**src/rtl/rxdm_pkg.sv**
```systemverilog
package rxdm_pkg;

    typedef enum logic [2:0] {
        ST_IDLE = 3'd0,
        ST_DESC = 3'd1,
        ST_DATA = 3'd2,
        ST_LEN  = 3'd3,
        ST_OWN  = 3'd4,
        ST_DROP = 3'd5
    } rxdm_state_e;

    localparam int SW_OWN_BIT  = 0;
    localparam int RING_WRAP_BIT = 1;
    localparam int DESC_STRIDE = 8;
    localparam int LEN_WORD_OFS = 4;
    localparam int FCS_BYTES   = 4;

endpackage

```
**src/rtl/rxdm_tail_hold.sv**
```systemverilog
module rxdm_tail_hold #(
    parameter int DEPTH = 4,
    parameter int W     = 8
) (
    input  logic         clk,
    input  logic         rst_n,
    input  logic         clear,
    input  logic         bypass,
    input  logic         in_v,
    input  logic [W-1:0] in_byte,
    output logic         out_v,
    output logic [W-1:0] out_byte
);
    localparam int FW = $clog2(DEPTH + 1);

    typedef struct packed {
        logic [DEPTH-1:0][W-1:0] sr;
        logic [FW-1:0]           fill;
    } hold_t;

    hold_t h_d, h_q;
    logic [FW-1:0] fill_eff;

    always_comb begin
        h_d      = h_q;
        fill_eff = clear ? '0 : h_q.fill;
        out_v    = 1'b0;
        out_byte = h_q.sr[DEPTH-1];
        if (bypass) begin
            out_v    = in_v;
            out_byte = in_byte;
            h_d.fill = fill_eff;
        end else if (in_v) begin
            out_v = (fill_eff == FW'(DEPTH));
            for (int i = DEPTH - 1; i > 0; i--) begin
                h_d.sr[i] = h_q.sr[i-1];
            end
            h_d.sr[0] = in_byte;
            h_d.fill  = (fill_eff == FW'(DEPTH)) ? fill_eff : fill_eff + FW'(1);
        end else begin
            h_d.fill = fill_eff;
        end
    end

    always_ff @(posedge clk) begin
        if (!rst_n) h_q <= '0;
        else        h_q <= h_d;
    end

endmodule

```
**src/rtl/rxdm_evt_counter.sv**
```systemverilog
module rxdm_evt_counter #(
    parameter int W = 16
) (
    input  logic         clk,
    input  logic         rst_n,
    input  logic         inc,
    output logic [W-1:0] count
);
    logic [W-1:0] c_d, c_q;

    always_comb begin
        c_d = c_q + W'(inc);
    end

    always_ff @(posedge clk) begin
        if (!rst_n) c_q <= '0;
        else        c_q <= c_d;
    end

    assign count = c_q;

    // the statistic moves by one step at a time
    assert_single_step_R3: assert property (@(posedge clk) disable iff (!rst_n)
        (count != $past(count)) |-> (count == $past(count) + W'(1)));

endmodule

```
**src/rtl/rxdm_top.sv**
```systemverilog
module rxdm_top
    import rxdm_pkg::*;
#(
    parameter int AW    = 32,
    parameter int LEN_W = 12,
    parameter int OFF_W = 10,
    parameter int CNT_W = 16
) (
    input  logic             clk,
    input  logic             rst_n,
    input  logic             rx_valid,
    input  logic             rx_sof,
    input  logic             rx_eof,
    input  logic             rx_addr_hit,
    input  logic [7:0]       rx_byte,
    output logic             mem_req,
    output logic             mem_we,
    output logic [AW-1:0]    mem_addr,
    output logic [31:0]      mem_wdata,
    output logic [3:0]       mem_be,
    input  logic             mem_gnt,
    input  logic             mem_err,
    input  logic [31:0]      mem_rdata,
    input  logic [AW-1:0]    cfg_ring_base,
    input  logic             cfg_strip_fcs,
    output logic             irq_rx_done,
    output logic             irq_overrun,
    output logic [CNT_W-1:0] stat_rsrc_err
);
    typedef struct packed {
        rxdm_state_e      st;
        logic [OFF_W-1:0] off;
        logic [31:0]      w0;
        logic [LEN_W-1:0] cnt;
        logic             pend_v;
        logic [7:0]       pend;
        logic             eof_seen;
        logic             strip;
        logic             irq_done;
        logic             irq_ovr;
    } regs_t;

    regs_t r_d, r_q;

    logic          take, strip_now, tail_v;
    logic [7:0]    tail_b;
    logic          wr_done, ovr, rsrc_inc, eof_now;
    logic [AW-1:0] desc_addr, data_addr;

    assign strip_now = (r_q.st == ST_IDLE) ? cfg_strip_fcs : r_q.strip;
    assign take = rx_valid &&
                  (((r_q.st == ST_IDLE) && rx_sof && rx_addr_hit) ||
                   (((r_q.st == ST_DESC) || (r_q.st == ST_DATA)) && !r_q.eof_seen));

    rxdm_tail_hold #(.DEPTH(FCS_BYTES), .W(8)) u_tail (
        .clk      (clk),
        .rst_n    (rst_n),
        .clear    (r_q.st == ST_IDLE),
        .bypass   (!strip_now),
        .in_v     (take),
        .in_byte  (rx_byte),
        .out_v    (tail_v),
        .out_byte (tail_b)
    );

    rxdm_evt_counter #(.W(CNT_W)) u_rsrc (
        .clk   (clk),
        .rst_n (rst_n),
        .inc   (rsrc_inc),
        .count (stat_rsrc_err)
    );

    always_comb begin
        r_d          = r_q;
        r_d.irq_done = 1'b0;
        r_d.irq_ovr  = 1'b0;
        desc_addr    = cfg_ring_base + AW'(r_q.off);
        data_addr    = AW'({r_q.w0[31:2], 2'b00}) + AW'(r_q.cnt);
        mem_req      = 1'b0;
        mem_we       = 1'b0;
        mem_addr     = desc_addr;
        mem_wdata    = '0;
        mem_be       = 4'hF;
        rsrc_inc     = 1'b0;
        wr_done      = 1'b0;
        ovr          = 1'b0;
        eof_now      = r_q.eof_seen || (take && rx_eof);

        case (r_q.st)
            ST_IDLE: begin
                if (rx_valid && rx_sof) begin
                    if (rx_addr_hit) begin
                        r_d.st       = ST_DESC;
                        r_d.cnt      = '0;
                        r_d.eof_seen = 1'b0;
                        r_d.strip    = cfg_strip_fcs;
                        r_d.pend_v   = 1'b0;
                    end else if (!rx_eof) begin
                        r_d.st = ST_DROP;
                    end
                end
            end
            ST_DESC: begin
                mem_req = 1'b1;
                if (mem_gnt) begin
                    if (mem_err) begin
                        ovr = 1'b1;
                    end else if (mem_rdata[SW_OWN_BIT]) begin
                        rsrc_inc   = 1'b1;
                        r_d.pend_v = 1'b0;
                        r_d.st     = eof_now ? ST_IDLE : ST_DROP;
                    end else begin
                        r_d.w0 = mem_rdata;
                        r_d.st = ST_DATA;
                    end
                end
            end
            ST_DATA: begin
                if (r_q.pend_v) begin
                    mem_req   = 1'b1;
                    mem_we    = 1'b1;
                    mem_addr  = data_addr;
                    mem_wdata = {4{r_q.pend}};
                    mem_be    = 4'b0001 << data_addr[1:0];
                    if (mem_gnt) begin
                        if (mem_err) begin
                            ovr = 1'b1;
                        end else begin
                            wr_done = 1'b1;
                            r_d.cnt = r_q.cnt + LEN_W'(1);
                        end
                    end
                end else if (r_q.eof_seen) begin
                    r_d.st = ST_LEN;
                end
            end
            ST_LEN: begin
                mem_req   = 1'b1;
                mem_we    = 1'b1;
                mem_addr  = desc_addr + AW'(LEN_WORD_OFS);
                mem_wdata = 32'(r_q.cnt);
                if (mem_gnt) begin
                    if (mem_err) ovr = 1'b1;
                    else         r_d.st = ST_OWN;
                end
            end
            ST_OWN: begin
                mem_req   = 1'b1;
                mem_we    = 1'b1;
                mem_wdata = r_q.w0 | 32'(1 << SW_OWN_BIT);
                if (mem_gnt) begin
                    if (mem_err) begin
                        ovr = 1'b1;
                    end else begin
                        r_d.irq_done = 1'b1;
                        r_d.off      = r_q.w0[RING_WRAP_BIT] ? '0
                                       : r_q.off + OFF_W'(DESC_STRIDE);
                        r_d.st       = ST_IDLE;
                    end
                end
            end
            ST_DROP: begin
                if (rx_valid && rx_eof) r_d.st = ST_IDLE;
            end
            default: r_d.st = ST_IDLE;
        endcase

        if (wr_done) r_d.pend_v = 1'b0;
        if (tail_v && (r_d.st != ST_DROP) && !(r_q.st == ST_DESC && rsrc_inc)) begin
            if (r_d.pend_v) begin
                ovr = 1'b1;
            end else begin
                r_d.pend_v = 1'b1;
                r_d.pend   = tail_b;
            end
        end
        if (take && rx_eof) r_d.eof_seen = 1'b1;
        if (ovr) begin
            r_d.irq_ovr = 1'b1;
            r_d.pend_v  = 1'b0;
            r_d.st      = eof_now ? ST_IDLE : ST_DROP;
        end
    end

    always_ff @(posedge clk) begin
        if (!rst_n) r_q <= '0;
        else        r_q <= r_d;
    end

    assign irq_rx_done = r_q.irq_done;
    assign irq_overrun = r_q.irq_ovr;

    // an ungranted request is held with its address unless an overrun follows
    assert_req_held_R10: assert property (@(posedge clk) disable iff (!rst_n)
        (mem_req && !mem_gnt) |=> ((mem_req && $stable(mem_addr)) || irq_overrun));

    // completion only follows an accepted write that sets the ownership bit
    assert_done_after_own_R5: assert property (@(posedge clk) disable iff (!rst_n)
        irq_rx_done |-> $past(mem_req && mem_we && mem_gnt && !mem_err && mem_wdata[SW_OWN_BIT]));

    // a frame is never both completed and overrun
    assert_irq_exclusive_R8: assert property (@(posedge clk) disable iff (!rst_n)
        !(irq_rx_done && irq_overrun));

    // an overrun pulse follows an error response or a starved request
    assert_ovr_cause_R8: assert property (@(posedge clk) disable iff (!rst_n)
        irq_overrun |-> $past(mem_req && (mem_err || !mem_gnt)));

endmodule

```
**config.mk**
```make
export PLATFORM = sky130hd
export DESIGN_NAME = rxdm_top
export DESIGN_NICKNAME = d
export VERILOG_FILES = /design/src/rtl/rxdm_pkg.sv /design/src/rtl/rxdm_tail_hold.sv /design/src/rtl/rxdm_evt_counter.sv /design/src/rtl/rxdm_top.sv
export SDC_FILE = /design/constraint.sdc
export NUM_CORES = 1
export LEC_CHECK = 0
export BUFFER_PORTS_ARGS = -buffer_cell sky130_fd_sc_hd__buf_2
export CORE_ASPECT_RATIO = 1.75
export CORE_UTILIZATION = 51
export CTS_CLUSTER_SIZE = 14
export DETAILED_ROUTE_END_ITERATION = 10
export PLACE_DENSITY = 0.86
export SLEW_MARGIN = 20
export SYNTH_ARGS = -nofsm -noshare
export SYNTH_HDL_FRONTEND = slang
export SYNTH_SLANG_ARGS = --single-unit
```
**constraint.sdc**
```tcl
create_clock -name clk -period 5.3 [get_ports clk]
set_input_delay 1.06 -clock clk [delete_from_list [all_inputs] [get_ports clk]]
set_output_delay 1.06 -clock clk [all_outputs]
set_load 0.03 [all_outputs]
```
==> metrics <==
vias per cell=6.03; endpoints failing hold=0; initial drt markers=688; first-pass GRT wire length=41.2 mm; sequential-to-total area share from yosys stat=29.4%; # clock sinks=120; clock slew seen by the registers of the worst setup and hold paths=0.07 ns; Hold Path Depth=2; DR pass1 iterations=9; asr flop ratio synth=0%; Lkg Pwr=4.44 nW; FF+latch count, synth=120; worst vdd ir=roughly 270 uV; most frequent cell after synthesis=nand2_1; Mapped Cells=between 1000 and 1500; Finished Layout Cells=approximately 1500; unrepaired setup endpoints after global routing=yes; area of the core=0.0155 mm^2; status=finished with violations; Chip Width=97.7 um; layout cells sized above 1=25.9%; Max-cap violations=0; fin crit period=5.47 ns; leading area contributor after synthesis=dfxtp_1; total power=2.52 mW; GRT Total Usage=31.0%; Initial Utilization=52.6%; I/O pin cnt=169; area of the die=0.0166 mm^2; Clock Path Buffers=2; Tightest Pin Transition=1.05 ns; via count of the first global-routing pass=8686; Slew Limit Fails=0; failing checks=design-rule violations, negative setup slack; initial antenna violation count=0; CTS buffer count=17; Post-synth top cells=201 x nand2_1, 120 x dfxtp_1, 111 x a21oi_1; Syn Area/Cell=7.42 um^2; DRT antenna net count=0; share of the synthesized area in the top cell type=29.4%; fillcell total=around 1300; R2R cell count=8; Row Count=60; Synth warnings=0; Worst Hold Class=reg2reg; pwr dens=about 240 mW/mm^2; crit path kind=in2out; area occupied by multi-input gates=between 0.005 and 0.006 mm^2; Worst Path Max Fanout=4; DRT Wirelength=26.2 mm; Fin Clk Skew=0.0126 ns; final core utilization=between 60% and 70%; number of synthesized flops with an enable pin=0; CP Data Required Time=4.24 ns; ANT cells=0; Layout area overhead=30.8%; largest net degree at the start of global routing=51; synth top area cells=dfxtp_1 29%, nand2_1 9.2%, a21oi_1 6.8%; Final Hold Slack=0.446 ns; final net count=1429; fin crit share=103%; Worst setup EP type=output port; worst setup margin=-0.168 ns; fmax=0.183 GHz; hpwl dp=19.1 mm; synthesized area=about 0.008 mm^2; Worst EP arrival=around 4.4 ns; Register Area=0.00240 mm^2; pre-CTS WS=-0.315 ns; clock root buffer=clkbuf_16; CP Launch Type=input pin; PortBufs=168; grt total ovfl=0; final setup fails=11; predominant post-synthesis flop cell=dfxtp_1; residual DRC count=20; CTS tree=built; via count=~9000; wire per inst=17.3 um; die span in y=170 um; Clock Latency Late Sink=0.43 ns; Slew headroom=~30%; GP Congestion=0.914; H-tree depth=4; Mapped Nets=about 1200; Placed Instances=between 1000 and 1500; Yosys cell types=74
==> power by group <==
group	total (mW)	leakage, nW	switching (mW)	internal (mW)
Clock	1.15	0.294	0.516	0.638
Sequential	0.948	0.968	0.0278	0.921
Combinational	0.417	3.18	0.262	0.156
Total	2.52	4.44	0.805	1.71
==> per-layer routing <==
| layer | track usage, % | up-vias | routed length (um) | share of wire (%) |
|---|---|---|---|---|
| met5 | 0 | - | 0 | 0 |
| met4 | 21.3 | 0 | 1390 | 5.3 |
| met3 | 5.02 | 111 | 1520 | 5.8 |
| met2 | 55.5 | 415 | 13700 | 52 |
| met1 | 33.2 | 4245 | 9630 | 37 |
| li1 | - | 4368 | - | - |
==> layout by cell type, fill, tap and decap left out, types with 13 or more instances in the layout <==
cell type / n
mux2i_1: 14
nand4_1: 14
xnor2_1: 52
a21oi_1: 107
a211oi_1: 13
a22o_1: 14
dfxtp_1: 120
nor2_1: 88
buf_2: 154
buf_4: 82
and3_1: 23
clkbuf_16: 17
ha_1: 20
nand2b_1: 14
nand2_1: 200
or3_1: 17
xor2_1: 38
o21ai_0: 37
inv_1: 28
nand3_1: 42
==> cell type report <==
type | count | area share [%]
multi-input cells | 900 | 54.5
flip-flops and latches | 120 | 22.5
well taps | 186 | 2.18
inverters | 29 | 1.02
clock buffers | 17 | 3.98
clock inverters | 15 | 1.56
repair buffers | 248 | 14.3
==> stage by stage <==
step	TNS, ns	area (um^2)
global placement	-1.76	9760
floorplan	-0.0373	8340
detailed placement	-3.08	9760
global route	-2.95	10700
CTS	-0.418	10500
finish	-1.05	10700
==> critical path: stages <==
cell and delay, ns:
buf_6 0.09, ha_4 0.15, buf_4 0.13, a211oi_2 0.31, o31a_2 0.24, o21ai_1 0.11
or4b_4 0.49, a32o_2 0.31, buf_6 0.13, or4_4 0.53, o21ai_1 0.15, nand2_1 0.06
a222oi_1 0.39, buf_4 0.25
==> kinds of logic (layout without fill, tap and decap cells) <==
group	Yosys count	in the layout	synth area share, %
and+or+nand+nor	469	469	26.9
AOI/OAI and AO/OA	294	294	23.3
DFF	120	120	29.4
buffers and inverters	82	309	3.87
xor gates and xnor gates	90	90	9.63
muxes	15	15	1.85
adders and majority gates	32	32	5.08
==> sequential cells by signal, summed over array words and instances, names as in the netlist <==
name          flops
r_q              67
irq_rx_done       1
irq_overrun       1
u_tail.h_q       35
u_rsrc.count     16
==> path summary, 6_finish.rpt <==
path | start | end | slack [ns]
setup / recovery | cfg_ring_base[0] | mem_addr[21] | -0.17
hold / removal | u_tail.h_q[4]$_SDFFE_PN0P_ | u_tail.h_q[12]$_SDFFE_PN0P_ | 0.45
setup reg to reg | r_q[68]$_SDFF_PP0_ | r_q[22]$_SDFFE_PN0P_ | 2.07
hold reg to reg | u_tail.h_q[4]$_SDFFE_PN0P_ | u_tail.h_q[12]$_SDFFE_PN0P_ | 0.45
==> repair_timing <==
action                                  4_1_cts  5_1_grt
hold buffers                                  0        0
gates resized for setup                      27       41
pin swaps                                    14       23
buffers inserted                              3        4
endpoints found under the setup margin       17       19
Power figures use the tool's default switching activity.
